File: config.mk
export PLATFORM = sky130hd
export DESIGN_NAME = seg_addr_gen
export DESIGN_NICKNAME = d
export VERILOG_FILES = /design/src/rtl/seg_addr_gen.sv
export SDC_FILE = /design/constraint.sdc
export NUM_CORES = 1
export LEC_CHECK = 0
export BUFFER_PORTS_ARGS = -buffer_cell sky130_fd_sc_hd__buf_2
export CAP_MARGIN = 20
export CORE_MARGIN = 3
export CORE_UTILIZATION = 26
export DETAILED_ROUTE_END_ITERATION = 10
export GPL_ROUTABILITY_DRIVEN = 0
export HOLD_SLACK_MARGIN = 0.15
export MAX_ROUTING_LAYER = met4
export SETUP_SLACK_MARGIN = 0.02
export SLEW_MARGIN = 20
export SYNTH_ARGS = -nofsm -noshare
export SYNTH_HDL_FRONTEND = slang
export SYNTH_SLANG_ARGS = --single-unit
File: constraint.sdc
create_clock -name clk -period 6.1 [get_ports clk]
set_clock_uncertainty 0.2 [all_clocks]
set_input_delay 1.22 -clock clk [delete_from_list [all_inputs] [get_ports clk]]
set_output_delay 1.22 -clock clk [all_outputs]
set_load 0.03 [all_outputs]
File: src/rtl/seg_addr_gen.sv
module seg_addr_gen #(
  parameter int SEG_W = 16,
  parameter int OFF_W = 16,
  parameter int SHIFT = 4
) (
  input  logic                   clk,
  input  logic                   rst_n,
  input  logic                   wr_en,
  input  logic [1:0]             wr_sel,
  input  logic [SEG_W-1:0]       wr_data,
  input  logic                   req_valid,
  input  logic [OFF_W-1:0]       req_offset,
  input  logic [2:0]             req_src,
  input  logic                   req_ovr_en,
  input  logic [1:0]             req_ovr_sel,
  input  logic                   req_str_dst,
  output logic                   pa_valid,
  output logic [SEG_W+SHIFT-1:0] pa_addr
);
  localparam int PA_W = SEG_W + SHIFT;
  localparam logic [1:0] SEL_CODE  = 2'd0;
  localparam logic [1:0] SEL_DATA  = 2'd1;
  localparam logic [1:0] SEL_STACK = 2'd2;
  localparam logic [1:0] SEL_EXTRA = 2'd3;

  logic [SEG_W-1:0] seg_q [4];
  logic [1:0]       dflt_sel, use_sel;
  logic [PA_W-1:0]  sum;

  always_comb begin
    case (req_src)
      3'd0:       dflt_sel = SEL_CODE;
      3'd1, 3'd2: dflt_sel = SEL_STACK;
      default:    dflt_sel = SEL_DATA;
    endcase
  end

  assign use_sel = req_str_dst ? SEL_EXTRA :
                   req_ovr_en  ? req_ovr_sel : dflt_sel;

  assign sum = {seg_q[use_sel], {SHIFT{1'b0}}} + PA_W'(req_offset);

  always_ff @(posedge clk) begin
    if (!rst_n) begin
      for (int i = 0; i < 4; i++) seg_q[i] <= '0;
    end else if (wr_en) begin
      seg_q[wr_sel] <= wr_data;
    end
  end

  always_ff @(posedge clk) begin
    if (!rst_n) begin
      pa_valid <= 1'b0;
      pa_addr  <= '0;
    end else begin
      pa_valid <= req_valid;
      if (req_valid) pa_addr <= sum;
    end
  end
endmodule

==> qor.yml, run 1 <==
global_route:
  grt_antenna_before_repair: 0
  gr-total-overflow: 0
  grt_pass1_vias: 2867
  grtUsageTotal: 0.1186
  grt_max_degree: 43
  grt_pass1_wl_mm: 15.71
cts:
  clockBufferDepth: 2
  clock_latency_ns: 0.34
  post_cts_buffers: 0
  cts-root-buf: "clkbuf_16"
  cts_sinks: 85
  postCtsResizedCells: 0
  path_clk_slew_ns: 0.06
  htree_num_levels: 3
  numCtsBuffers: 9
  tritoncts: "done"
  hold_buffers: 0
yosys:
  synthFlopType: "edfxtp_1"
  synth-edff-count: 64
  syn-num-nets: 384
  postSynthCellCount: 325
  yosys_warnings: 0
  synthAdderAreaFrac: 0.04308
  synthSimpleGateAreaFrac: 0.1593
  synth.distinct_cells: 47
  yosys-top-cells-area: "edfxtp_1 45%, dfxtp_1 9.9%, and2_1 7.8%"
  yosysTopAreaCell: "edfxtp_1"
  async_flop_share: 0
  ys_seq_area_frac: 0.5524
  synth_seq_cells: 85
  synth_largest_type_area_fraction: 0.4532
  synth_compound_area_frac: 0.09029
  synth_top_family_by_area: "simple AND/OR/NAND/NOR gates"
  muxShareOfSynthArea: 0.1186
  avgSynthCellArea_um2: 13.05
  synth_xor_area_frac: 0.01859
  netlist_area_um2: 4240
worst_setup_path:
  r2r_setup_slack_ns: 2.94
  cp_slowest_cell: "a21oi_2"
  crit_type: "input pin to register"
  crit_fanout: 12
  crit_required_ns: 6.12
  crit_path_cell_trace: "buf_2, a211o_1, a21oi_2, mux4_2, ha_1, fa_1, a211oi_1, nor2_1, o211ai_1, a31oi_1, a311oi_1, a211oi_2"
  slowest_delay_ns: 0.65
  reg2reg_depth: 9
  crit_path_end_kind: "register"
  rr_startpoint: "seg_q[2][0]"
  timing.rr.end: "pa_addr[18]"
  start_kind: "input pin"
  cp.arrival_ns: 4.71
run_status:
  status: "completed"
place:
  dp_hpwl_mm: 6.783
  port_buffers: 65
  dp_slack_ns: 1.095
min_path:
  worstHoldPathCells: 2
  hp-start: "pa_addr[13]"
  hp-class: "register to register"
  hold_end: "pa_addr[13]"
floorplan:
  die_h_um: 133.7
  num_io_pins: 66
  die_area_um2: 17880
  die_w_um: 133.7
  start_util: 0.2660
  coreArea_um2: 15940
  rows: 46
job:
  cap_violations: 0
sta:
  hold_viol: 0
  period_share: 0.7680
  tns_ns: 0
  rsz0062_at_grt: "false"
  fin_ws_ns: 1.415
  worstMarginPinSlew_ns: 0.9956
  fmax_mhz: 213.4
  slew_violations: 0
  relSlewSlack: 0.3333
  fin_crit_ns: 4.685
  setup_viol: 0
routing:
  routed-via-count: 2760
  drt-pass1-iter-count: 4
  routed_wl_mm: 9.932
  vias_per_cell: 4.502
  wire_per_inst_um: 16.20
  drtAntennaViolNets: 0
  drt-initial-drc-count: 211
  drcViolationCount: 0
final_layout:
  nFillCells: 1617
  drive_above_1_share: 0.2695
  fin_nets: 451
  area_growth_syn_to_layout_pct: 20.57
  layout_commonest_cell: "buf_2"
  mostFrequentLayoutCells: "65 x buf_2, 64 x edfxtp_1, 53 x and2_1"
  diodes: 0
power_and_ir_drop:
  vdd_drop_max_mv: 0.1224
  leakage_nw: 2.044
  power.density_nw_per_um2: 295.4
-- sequential cells by signal, indices dropped and copies added, names as in the netlist --
signal    cells
seg_q        64
pa_valid      1
pa_addr      20
-- cell type report --
type | count | area [um^2] | area share
repair buffers | 70 | 362.8 | 0.07097
clock buffers | 10 | 229.0 | 0.04479
clock inverters | 6 | 47.55 | 0.009300
well taps | 216 | 270.3 | 0.05286
inverters | 4 | 15.01 | 0.002937
multi-input cells | 222 | 1846 | 0.3610
flip-flops and latches | 85 | 2342 | 0.4582
-- synthesized netlist by cell type, types with 3 or more instances --
library cell	instances
buf_1	3
mux2i_1	17
a31oi_1	3
and2_1	53
o21ai_0	12
and3_1	18
clkbuf_1	9
edfxtp_1	64
mux4_2	12
inv_1	4
nor2b_1	12
ha_1	13
xnor2_1	7
dfxtp_1	21
nor2_1	4
a21oi_1	14
nand2b_1	4
nand2_1	12
nand3_1	5
-- kinds of logic after synthesis --
group,Yosys count
flip-flops,85
multiplexers,32
AND/OR/NAND/NOR,115
AO/OA/AOI/OAI,52
buffers and inverters,18
adder cells (fa/ha/maj),14
XOR/XNOR,9
-- worst max-delay path, delay by kind of cell --
kind	cells	cell delay [ns]
buffers and inverters	1	0.13
AO/OA/AOI/OAI	7	2.17
multiplexers	1	0.41
AND/OR/NAND/NOR	1	0.12
adder cells (fa/ha/maj)	2	0.66
-- routing by layer --
metal  global-route usage  up-vias  share of wire
met5                    -        -              0
met1               0.1514     1325           0.47
met4              0.03314        0          0.013
li1                     -     1346              -
met3              0.03285       10          0.052
met2               0.1859       79           0.46
-- per-stage QoR --
step,utilization,hold WS (ns),area (um^2),total power (W),cells
finish,0.3207,0.2611,5112,0.001510,613
global route,0.3207,0.2800,5112,0.001583,613
CTS,0.3207,0.2612,5112,0.001525,613
detailed placement,0.3033,0.2532,4836,0.001011,597
global placement,0.3033,0.2530,4836,0.001004,597
floorplan,-,0.3877,4240,0.0009175,325
-- where the power goes --
part           switching [W]  internal [W]  total, W
registers          0.0000169      0.000673  0.000690
logic               0.000181      0.000124  0.000305
clock network       0.000235      0.000280  0.000515
-- worst max-delay path by stage --
stage	startpoint	end	slack, ns
floorplan	req_src[1]	pa_addr[18]	1.45
global placement	req_src[1]	pa_addr[18]	1.14
detailed placement	req_ovr_en	pa_addr[18]	1.09
CTS	req_ovr_en	pa_addr[18]	1.45
global route	req_ovr_en	pa_addr[18]	1.14
finish	req_ovr_en	pa_addr[18]	1.41
No activity file was read; power rests on OpenSTA's default activity.
==> run 2, diff against run 1 <==
Clock period 6.1 ns to 4.2 ns, I/O delays scaled along.
==> run 2 against run 1 <==
Net effect: combinational power increased by 56%; first-iteration DRC count down 23%; routed wire length grew 0.40%; final cell count increased by 3.3%; final area increased by 2.9%; total power increased by 51%; register-to-register slack worse by 1.7 ns; sequential power up 45%; critical endpoint is now pa_addr[19]; largest cell class unchanged.
==> qor.yml, run 2 (synthesized netlist as in run 1, its figures left out) <==
sta:
  worstMarginPinSlew_ns: 0.9796
  setup_viol: 0
  relSlewSlack: 0.3468
  tns_ns: 0
  rsz0062_at_grt: "false"
  hold_viol: 0
  period_share: 0.9228
  slew_violations: 0
  fin_crit_ns: 3.876
  fmax_mhz: 258.0
cts:
  clock_latency_ns: 0.34
  cts-root-buf: "clkbuf_16"
  numCtsBuffers: 9
  post_cts_buffers: 0
  cts_sinks: 85
  htree_num_levels: 3
  postCtsResizedCells: 0
  clockBufferDepth: 2
  hold_buffers: 0
  tritoncts: "done"
  path_clk_slew_ns: 0.07
floorplan:
  coreArea_um2: 15940
  rows: 46
  die_area_um2: 17880
  die_h_um: 133.7
  die_w_um: 133.7
  start_util: 0.2660
  num_io_pins: 66
routing:
  drtAntennaViolNets: 0
  drt-initial-drc-count: 162
  wire_per_inst_um: 15.75
  drcViolationCount: 0
  routed_wl_mm: 9.972
  routed-via-count: 2828
  drt-pass1-iter-count: 4
  vias_per_cell: 4.468
min_path:
  hp-class: "register to register"
  worstHoldPathCells: 2
place:
  port_buffers: 65
  dp_hpwl_mm: 7.166
  placed_cells: 613
final_layout:
  largest_register_ff_count: 64
  area_growth_syn_to_layout_pct: 24.08
  drive_above_1_share: 0.2978
  top_register: "seg_q"
  stdcell_count: 633
  mostFrequentLayoutCells: "65 x buf_2, 64 x edfxtp_1, 53 x and2_1"
  reg_top3: "seg_q: 64 flops, pa_addr: 20 flops, pa_valid: 1 flops"
  layout_commonest_cell: "buf_2"
  nFillCells: 1607
  fin_nets: 467
worst_setup_path:
  crit_family: "compound AO/OA/AOI/OAI gates"
  worstSetupEndpoint: "pa_addr[19]"
  slowest_delay_ns: 0.50
  crit_buf_inv: 2
  startpoint: "req_src[1]"
  cp_slowest_cell: "mux4_2"
  crit_path_end_kind: "register"
  crit_fanout: 5
  crit_type: "input pin to register"
  rr_startpoint: "seg_q[2][0]"
  cp.arrival_ns: 3.93
  cp.depth: 12
  start_kind: "input pin"
  reg2reg_depth: 9
  timing.rr.end: "pa_addr[18]"
  crit_path_cell_trace: "buf_2, xnor2_1, o31ai_4, buf_4, mux4_2, ha_1, nand2_1, a211o_1, and2_1, o41ai_4, a41oi_1, a311oi_2"
  r2r_setup_slack_ns: 1.23
  crit_required_ns: 4.25
global_route:
  gr-total-overflow: 0
  grt_antenna_before_repair: 3
  grt_pass1_wl_mm: 15.69
  grtUsageTotal: 0.1179
  grt_pass1_vias: 2868
  grt_max_degree: 42
power_and_ir_drop:
  power.density_nw_per_um2: 434.2
  vdd_drop_max_mv: 0.1818
  leakage_nw: 2.137
job:
  cap_violations: 0
run_status:
  status: "completed"
-- run 2: cell types whose count changed in the layout (fill, tap and decap cells not counted), moves of 2 or more --
cell,change
diode_2,+4
nor3b_1,+2
buf_4,+16
nor3b_2,-2
-- run 2: how the worst min path moves through the flow --
stage	startpoint	endpoint	slack (ns)
6_report	pa_addr[13]	pa_addr[13]	0.26
5_1_grt	pa_addr[13]	pa_addr[13]	0.29
4_1_cts	pa_addr[13]	pa_addr[13]	0.26
3_5_place_dp	pa_addr[13]	pa_addr[13]	0.25
3_3_place_gp	pa_addr[13]	pa_addr[13]	0.25
2_1_floorplan	pa_addr[13]	pa_addr[13]	0.39
-- run 2: stage by stage --
step | utilization | hold WS (ns) | setup WS (ns) | instance area, um^2 | power [W]
after CTS | 0.3294 | 0.2622 | 0.3234 | 5251 | 0.002312
after detailed placement | 0.3102 | 0.2538 | -0.03531 | 4946 | 0.001499
after global placement | 0.3102 | 0.2516 | 0.04670 | 4946 | 0.001487
after floorplan | - | 0.3877 | 0.009909 | 4249 | 0.001335
after global routing | 0.3299 | 0.2941 | 0.07653 | 5259 | 0.002395
final | 0.3300 | 0.2578 | 0.3244 | 5261 | 0.002285
-- run 2: final cells by class --
cell class | count | area, um^2 | area share
inverters | 4 | 15.01 | 0.002854
clock inverters | 7 | 80.08 | 0.01522
multi-input cells | 222 | 1836 | 0.3489
well taps | 216 | 270.3 | 0.05137
clock buffers | 9 | 225.2 | 0.04281
flip-flops and latches | 85 | 2342 | 0.4452
diodes | 4 | 10.01 | 0.001902
repair buffers | 86 | 483.0 | 0.09180
-- run 2: worst min-delay path, delay by kind of cell, from the launching register on --
| kind | cells | cell delay (ns) |
|---|---|---|
| compound gates | 1 | 0.05 |
| flops | 1 | 0.31 |
| simple gates | 1 | 0.06 |
-- run 2: where the power goes --
group | switching [W] | internal (W) | leakage [nW] | total [W]
sequential | 0.0000244 | 0.000978 | 0.798 | 0.00100
combinational | 0.000269 | 0.000206 | 1.19 | 0.000475
clock | 0.000339 | 0.000469 | 0.148 | 0.000808
total | 0.000632 | 0.00165 | 2.14 | 0.00228
-- run 2: routing by layer --
metal	routed length, um	track usage	vias to the layer above
li1	-	-	1386
met2	4858	0.1915	58
met1	4556	0.1406	1378
met3	490	0.04758	6
met4	66	0.02057	0
met5	0	-	-
